==> src/rtl/busarb_pkg.sv <==
package busarb_pkg;

  typedef enum logic {
    CL_VID = 1'b0,
    CL_AUD = 1'b1
  } client_e;

  // Audio outranks video; video is the resting choice.
  function automatic client_e pick_client(input logic v_req, input logic a_req);
    return a_req ? CL_AUD : CL_VID;
  endfunction

  function automatic logic client_req(input client_e c, input logic v_req, input logic a_req);
    return (c == CL_AUD) ? a_req : v_req;
  endfunction

  function automatic logic merged_req(input logic lock_mode, input logic owning,
                                      input logic own_req, input logic v_req,
                                      input logic a_req);
    return (lock_mode && owning) ? own_req : (v_req | a_req);
  endfunction

  function automatic logic grant_pass(input logic gnt, input logic gate_mode,
                                      input logic req_out);
    return gnt && (!gate_mode || req_out);
  endfunction

endpackage

==> src/rtl/busarb_select.sv <==
module busarb_select
  import busarb_pkg::*;
(
  input  logic    clk,
  input  logic    rst_n,
  input  logic    held,
  input  logic    vid_req,
  input  logic    aud_req,
  output client_e sel,
  output logic    sel_req
);

  client_e sel_q;

  // While owned, the stored choice stands; otherwise arbitrate afresh.
  assign sel     = held ? sel_q : pick_client(vid_req, aud_req);
  assign sel_req = client_req(sel, vid_req, aud_req);

  always_ff @(posedge clk or negedge rst_n) begin
    if (!rst_n) sel_q <= CL_VID;
    else        sel_q <= sel;
  end

  a_r3_audio_wins: assert property (@(posedge clk) disable iff (!rst_n)
    (!held && aud_req) |-> (sel == CL_AUD));

endmodule

==> src/rtl/busarb_lock.sv <==
module busarb_lock (
  input  logic clk,
  input  logic rst_n,
  input  logic ext_gnt,
  input  logic frame,
  input  logic irdy,
  input  logic sel_req,
  output logic held,
  output logic started,
  output logic take,
  output logic release_ev
);

  logic held_q, started_q;
  logic bus_idle, keep;

  assign bus_idle   = !frame && !irdy;
  assign take       = !held_q && ext_gnt && sel_req;
  assign release_ev = held_q && ((started_q && bus_idle) ||
                                 (!started_q && !frame && !ext_gnt));
  assign keep       = held_q && !release_ev;

  always_ff @(posedge clk or negedge rst_n) begin
    if (!rst_n) begin
      held_q    <= 1'b0;
      started_q <= 1'b0;
    end else begin
      held_q    <= take | keep;
      started_q <= keep ? (started_q | frame) : 1'b0;
    end
  end

  assign held    = held_q;
  assign started = started_q;

  a_r6_release_idle: assert property (@(posedge clk) disable iff (!rst_n)
    (held && started && !frame && !irdy) |=> !held);

  a_r6_release_withdrawn: assert property (@(posedge clk) disable iff (!rst_n)
    (held && !started && !frame && !ext_gnt) |=> !held);

  a_r4_capture: assert property (@(posedge clk) disable iff (!rst_n)
    (!held && ext_gnt && sel_req) |=> held);

endmodule

==> src/rtl/busarb_route.sv <==
module busarb_route
  import busarb_pkg::*;
(
  input  logic    clk,
  input  logic    rst_n,
  input  logic    lock_en,
  input  logic    gate_en,
  input  logic    held,
  input  client_e sel,
  input  logic    sel_req,
  input  logic    vid_req,
  input  logic    aud_req,
  input  logic    ext_gnt,
  output logic    bus_req,
  output logic    vid_gnt,
  output logic    aud_gnt
);

  logic pass;

  assign bus_req = merged_req(lock_en, held, sel_req, vid_req, aud_req);
  assign pass    = grant_pass(ext_gnt, gate_en, bus_req);
  assign vid_gnt = pass && (sel == CL_VID);
  assign aud_gnt = pass && (sel == CL_AUD);

  a_r8_one_grant: assert property (@(posedge clk) disable iff (!rst_n)
    $onehot0({vid_gnt, aud_gnt}) && (ext_gnt || !(vid_gnt || aud_gnt)));

  a_r7_gate: assert property (@(posedge clk) disable iff (!rst_n)
    (gate_en && !bus_req) |-> !(vid_gnt || aud_gnt));

  a_r5_other_blocked: assert property (@(posedge clk) disable iff (!rst_n)
    (lock_en && held && (sel == CL_VID) && !vid_req) |-> !bus_req);

  a_r1_plain_or: assert property (@(posedge clk) disable iff (!rst_n)
    (!lock_en && (vid_req || aud_req)) |-> bus_req);

endmodule

==> src/rtl/busarb_top.sv <==
module busarb_top
  import busarb_pkg::*;
(
  input  logic clk,
  input  logic rst_n,
  input  logic lock_en,
  input  logic gate_en,
  input  logic vid_req,
  input  logic aud_req,
  input  logic ext_gnt,
  input  logic frame,
  input  logic irdy,
  output logic bus_req,
  output logic vid_gnt,
  output logic aud_gnt
);

  client_e sel;
  logic    sel_req, held, started, take, release_ev;

  busarb_select u_select (
    .clk     (clk),
    .rst_n   (rst_n),
    .held    (held),
    .vid_req (vid_req),
    .aud_req (aud_req),
    .sel     (sel),
    .sel_req (sel_req)
  );

  busarb_lock u_lock (
    .clk        (clk),
    .rst_n      (rst_n),
    .ext_gnt    (ext_gnt),
    .frame      (frame),
    .irdy       (irdy),
    .sel_req    (sel_req),
    .held       (held),
    .started    (started),
    .take       (take),
    .release_ev (release_ev)
  );

  busarb_route u_route (
    .clk     (clk),
    .rst_n   (rst_n),
    .lock_en (lock_en),
    .gate_en (gate_en),
    .held    (held),
    .sel     (sel),
    .sel_req (sel_req),
    .vid_req (vid_req),
    .aud_req (aud_req),
    .ext_gnt (ext_gnt),
    .bus_req (bus_req),
    .vid_gnt (vid_gnt),
    .aud_gnt (aud_gnt)
  );

  a_r4_no_preempt: assert property (@(posedge clk) disable iff (!rst_n)
    (held && !release_ev) |=> (sel == $past(sel)));

  a_r3_audio_owns: assert property (@(posedge clk) disable iff (!rst_n)
    (!held && aud_req && ext_gnt) |=> (held && sel == CL_AUD));

  a_r2_park_video: assert property (@(posedge clk) disable iff (!rst_n)
    (!held && !vid_req && !aud_req && ext_gnt && !gate_en) |-> (vid_gnt && !aud_gnt));

  a_r6_started_only_held: assert property (@(posedge clk) disable iff (!rst_n)
    started |-> held);

  a_r4_take_unheld: assert property (@(posedge clk) disable iff (!rst_n)
    take |-> !held);

endmodule

==> config.mk <==
export PLATFORM = sky130hd
export DESIGN_NAME = busarb_top
export DESIGN_NICKNAME = d
export VERILOG_FILES = /design/src/rtl/busarb_pkg.sv /design/src/rtl/busarb_select.sv /design/src/rtl/busarb_lock.sv /design/src/rtl/busarb_route.sv /design/src/rtl/busarb_top.sv
export SDC_FILE = /design/constraint.sdc
export NUM_CORES = 1
export LEC_CHECK = 0
export ABC_CLOCK_PERIOD_IN_PS = 1500
export BUFFER_PORTS_ARGS = -buffer_cell sky130_fd_sc_hd__buf_2
export CORE_AREA = 10 10 47 49
export DETAILED_ROUTE_END_ITERATION = 10
export DIE_AREA = 0 0 57 59
export SLEW_MARGIN = 20
export SYNTH_ARGS = -nofsm -noshare
export SYNTH_HDL_FRONTEND = slang
export SYNTH_SLANG_ARGS = --single-unit
==> constraint.sdc <==
create_clock -name clk -period 1.5 [get_ports clk]
set_input_delay 0.15 -clock clk [delete_from_list [all_inputs] [get_ports clk]]
set_output_delay 0.15 -clock clk [all_outputs]
set_load 0.005 [all_outputs]
[After elaboration in Yosys (flattened, before gate mapping)]
Index checks and enable logic that the tools add are counted.
Word-level totals
  word-level logic and storage cells: 33
  register bits: 3
  bits of input ports: 9
  output and inout port bits: 3
Cells by class
  bitwise gates (word level): 4
  reduce and logical (&&, ||, !) cells: 21
  mux-type cells: 5
Operators with widths (count)
  $logic_and 1x1->1: 12
  $logic_not 1->1: 7
  $mux 1: 5
  $or 1x1->1: 3
  $logic_or 1x1->1: 2
  $not 1->1: 1

[Longest topological paths before layout]
  word-level depth: 8
  mapped depth: 3
  mapped depth without buffers: 3

[Hierarchy]
From an unflattened synthesis, not the netlist that was laid out.
Second synthesis, totals
  cells, all modules: 24
  area total of the unflattened synthesis: 230.2 um2
Modules (own cells, without submodules)
  busarb_lock: area an instance 113.9 um2, cells an instance 12, instances 1, seq. area each 50.0 um2
  busarb_select: area an instance 58.8 um2, cells an instance 5, instances 1, seq. area each 25.0 um2
  busarb_route: area an instance 57.6 um2, cells an instance 7, instances 1, seq. area each 0.0 um2

[Worst setup path after synthesis]
No wires, ideal clock.
  path type: reg2out
  start: register u_lock.held_q, in the netlist u_lock.held
  end: output vid_gnt
  data required time: 1.350 ns
  buffers on the path: 0
  arrival time: 0.919 ns
  slack: 0.431 ns
  stages on the path, launching flop included: 3
  cells stage by stage: dfrtp_1 mux2_4 a211oi_2
On the way
  word-level cells in the longest chain between the ends: 6
  elaborated cells between the ends (all ways): 8
  those cells by class: mux (3); bitwise (1); reduce/logical (4)
RTL lines
  start, declared: line busarb_lock.sv:14  | logic held_q, started_q;
  start signal, assigned: line busarb_lock.sv:28  | held_q <= take | keep;
  $mux 1 *: line busarb_select.sv:16  | assign sel = held ? sel_q : pick_client(vid_req, aud_req);
  named net sel: line busarb_top.sv:18  | client_e sel;
  $mux 1: line busarb_pkg.sv:14  | return (c == CL_AUD) ? a_req : v_req;
  $mux 1: line busarb_pkg.sv:20  | return (lock_mode && owning) ? own_req : (v_req | a_req);
  $logic_or 1x1->1: line busarb_pkg.sv:25  | return gnt && (!gate_mode || req_out);
  $logic_and 1x1->1: line busarb_pkg.sv:25
  $logic_and 1x1->1 *: line busarb_route.sv:23  | assign vid_gnt = pass && (sel == CL_VID);
  end, declared: line busarb_top.sv:14  | output logic vid_gnt,
Mark *: on every way through the listed nets, which the timed path passes. The rest lies on a longest branch.

[Worst setup path after layout]
  start: register u_select.sel_q
  end: output vid_gnt
On the way
  word-level cells in the longest chain between the ends: 6
  elaborated cells between the ends (all ways): 7
  those cells by class: mux (3); bitwise (1); reduce/logical (3)
RTL lines
  start, declared: line busarb_select.sv:13  | client_e sel_q;
  start signal, assigned: line busarb_select.sv:21  | else sel_q <= sel;
  $mux 1 *: line busarb_select.sv:16
  $mux 1: line busarb_pkg.sv:14
  $mux 1: line busarb_pkg.sv:20
  $logic_or 1x1->1: line busarb_pkg.sv:25
  $logic_and 1x1->1: line busarb_pkg.sv:25
  $logic_and 1x1->1 *: line busarb_route.sv:23
Every way passes the cells marked *; elsewhere a longest branch is shown, timed or not.

==> run_results.csv <==
group,metric,value,unit
outcome,outcome,"complete, no violations",
setup_path,required,1.35,ns
final_layout,final_cells,50,
logic_synthesis,synthMuxAreaShare,16.55,%
final_layout,multi_input_area,106.4,um^2
floorplanning,pin_count,12,
floorplanning,die_x,57,um
setup_path,r2r_setup_slack,0.43,ns
final_layout,regArea,75.07,um^2
place,place_area,256.5,um^2
setup_path,end_kind,"output port",
clock_network,clockBufferDepth,2,
final_layout,final_nets,44,
final_layout,fill_cells,166,
logic_synthesis,synth-compound-area-share,26.21,%
final_layout,fin_area,307.8,um^2
setup_path,crit_fanout,3,
hold_path,hold-path-cell-count,2,
sta,final_max_slew_viol_count,0,
setup_path,critical_path.startpoint_type,"flop",
global_routing,grt_overflow_total,0,
setup_path,reg2reg_depth,4,
logic_synthesis,synthDistinctLibCells,10,
logic_synthesis,postSynthRegisterBits,3,
floorplanning,die_h,59,um
logic_synthesis,ys_warn_count,0,
logic_synthesis,syn_area,181.4,um^2
routing,viasPerCell,3.640,
final_layout,fin_util,21.96,%
power,p_comb_share,31.2,%
sta,final-hold-violation-count,0,
logic_synthesis,synth_nets,26,
floorplanning,dieArea,3363,um^2
sta,setup_viol,0,
place,io_buffers,11,
routing,drt_iter0_drc,3,
setup_path,critPathKind,"reg -> out",
logic_synthesis,synth_simple_gate_area_share,11.72,%
power,total_power,0.3699,mW
routing,wirelength,552,um
power,p_sw,0.1036,mW
global_routing,grt_max_degree,6,
power,ir_drop,0.2511,mV
power,clkPwrFrac,38.2,%
logic_synthesis,synth_seq_area_share,41.38,%
sta,max_freq,0.6977,GHz
run,cap_viol_max_count,0,
sta,setup-tns-final,0,ns
logic_synthesis,synth_top_family_by_area,"compound AO/OA/AOI/OAI gates",
place,hpwl,438.2,um
hold_path,hp-class,"in -> reg",
power,leakage,0.1553,nW
global_routing,grt_pass1_wl,931,um
power,p_sw_share,28.01,%
final_layout,final_common_cell,"buf_2",
sta,fin_skew,0.001541,ns
global_routing,antenna_found_initial,0,
power,power.internal,0.2663,mW
logic_synthesis,synthAdderAreaFrac,0,%
floorplanning,num_rows,14,
clock_network,cts_num_sinks,3,
clock_network,cts_root_buffer,"clkbuf_4",
logic_synthesis,syn_inst,17,
global_routing,grt.total_usage,3.805,%
place,placed_cells,44,
clock_network,cts_buffers,3,
sta,relSlewSlack,88.45,%
sta,tightest_slew,0.1733,ns
logic_synthesis,syn_area_per_cell,10.67,um^2
sta,period_share,95.55,%
global_routing,grt_pass1_vias,233,
routing,drc,0,
floorplanning,fp.coreArea,1401,um^2
floorplanning,start_util,12.95,%
final_layout,area_growth,69.66,%
routing,vias,182,
sta,finalCriticalPeriod,1.433,ns
place,pre_cts_ws,0.2833,ns
setup_path,arrival,1.28,ns
clock_network,htreeDepth,1,
final_layout,diodes,0,
sta,rsz0062_at_grt,"yes",
logic_synthesis,synth-xor-area-share,0,%
final_layout,layout_common_cells,"buf_2 (11), a21oi_1 (3), clkbuf_4 (3), dfrtp_1 (3)",
routing,dr.pass1.iters,3,
power,p_per_area,1202,nW/um^2
power,p_seq_share,30.5,%
place,routabilityCongestion,0.6442,
clock_network,cts_tree,"built",
clock_network,clock_latency,0.23,ns
final_layout,drive_gt1_share,58.82,%
routing,post_drt_wl_per_cell,11.04,um
sta,fin_hold_ws,0.1656,ns
sta,setup_slack,0.06672,ns
clock_network,path_clk_slew,0.04,ns
routing,antenna_left,0,
## cells by family after synthesis
group                  after synthesis
and+or+nand+nor                      4
DFF                                  3
buffers and inverters                2
AOI/OAI and AO/OA                    6
muxes                                2
## flip-flops by register name, summed over array words and instances, names as in the netlist
| name | cells |
|---|---|
| u_lock.started | 1 |
| u_lock.held | 1 |
| u_select.sel_q | 1 |
## Yosys cell counts, drive strengths merged
master	instances	area share, %
a21oi	3	8.3
dfrtp	3	41
a21o	1	4.1
nor3	1	2.8
mux2	2	17
a211oi	1	6.9
o22ai	1	6.9
inv	2	4.1
nor2b	1	4.8
nand2	2	4.1
## power by group through the flow
stage / sequential (mW) / clock (mW) / combinational (mW)
after floorplan: 0.112 / 0 / 0.0633
after global placement: 0.116 / 0 / 0.0950
after detailed placement: 0.116 / 0 / 0.0969
after CTS: 0.115 / 0.149 / 0.100
after global routing: 0.115 / 0.161 / 0.129
final: 0.113 / 0.141 / 0.116
## final timing paths
check,start,end
max reg2reg,u_lock.held,u_lock.held
min reg2reg,u_lock.started,u_lock.started
min,ext_gnt,u_lock.held
max,u_select.sel_q,vid_gnt
min in group asynchronous,rst_n,u_select.sel_q
max in group asynchronous,rst_n,u_lock.held
## worst max-delay path, stage by stage (launching register included)
cell	delay (ns)
dfrtp_1	0.39
mux2_4	0.32
o22ai_4	0.13
a211oi_2	0.09
buf_2	0.13
## layer usage
metal  global-route usage, %  wire length, um  part of all wire [%]  up-vias
met5                       0                0                     0        -
met4                   4.027                0                     0        0
met3                   3.863               89                    16        0
met2                   5.271              272                    49        7
met1                   2.854              190                    34       81
li1                        -                -                     -       94
## cell type report
type | count | share of cell area (%)
Clock buffer | 4 | 8.537
Timing Repair Buffer | 13 | 23.58
Inverter | 2 | 2.439
Tap cell | 16 | 6.504
Multi-Input combinational cell | 12 | 34.55
Sequential cell | 3 | 24.39
## what timing repair did
item                                    4_1_cts  5_1_grt
endpoints found under the hold margin         3        0
gates resized for setup                       0        1
endpoints found under the setup margin        0        3
setup buffers                                 0        1
hold buffers                                  1        0
(Power assumes the default switching activity.)
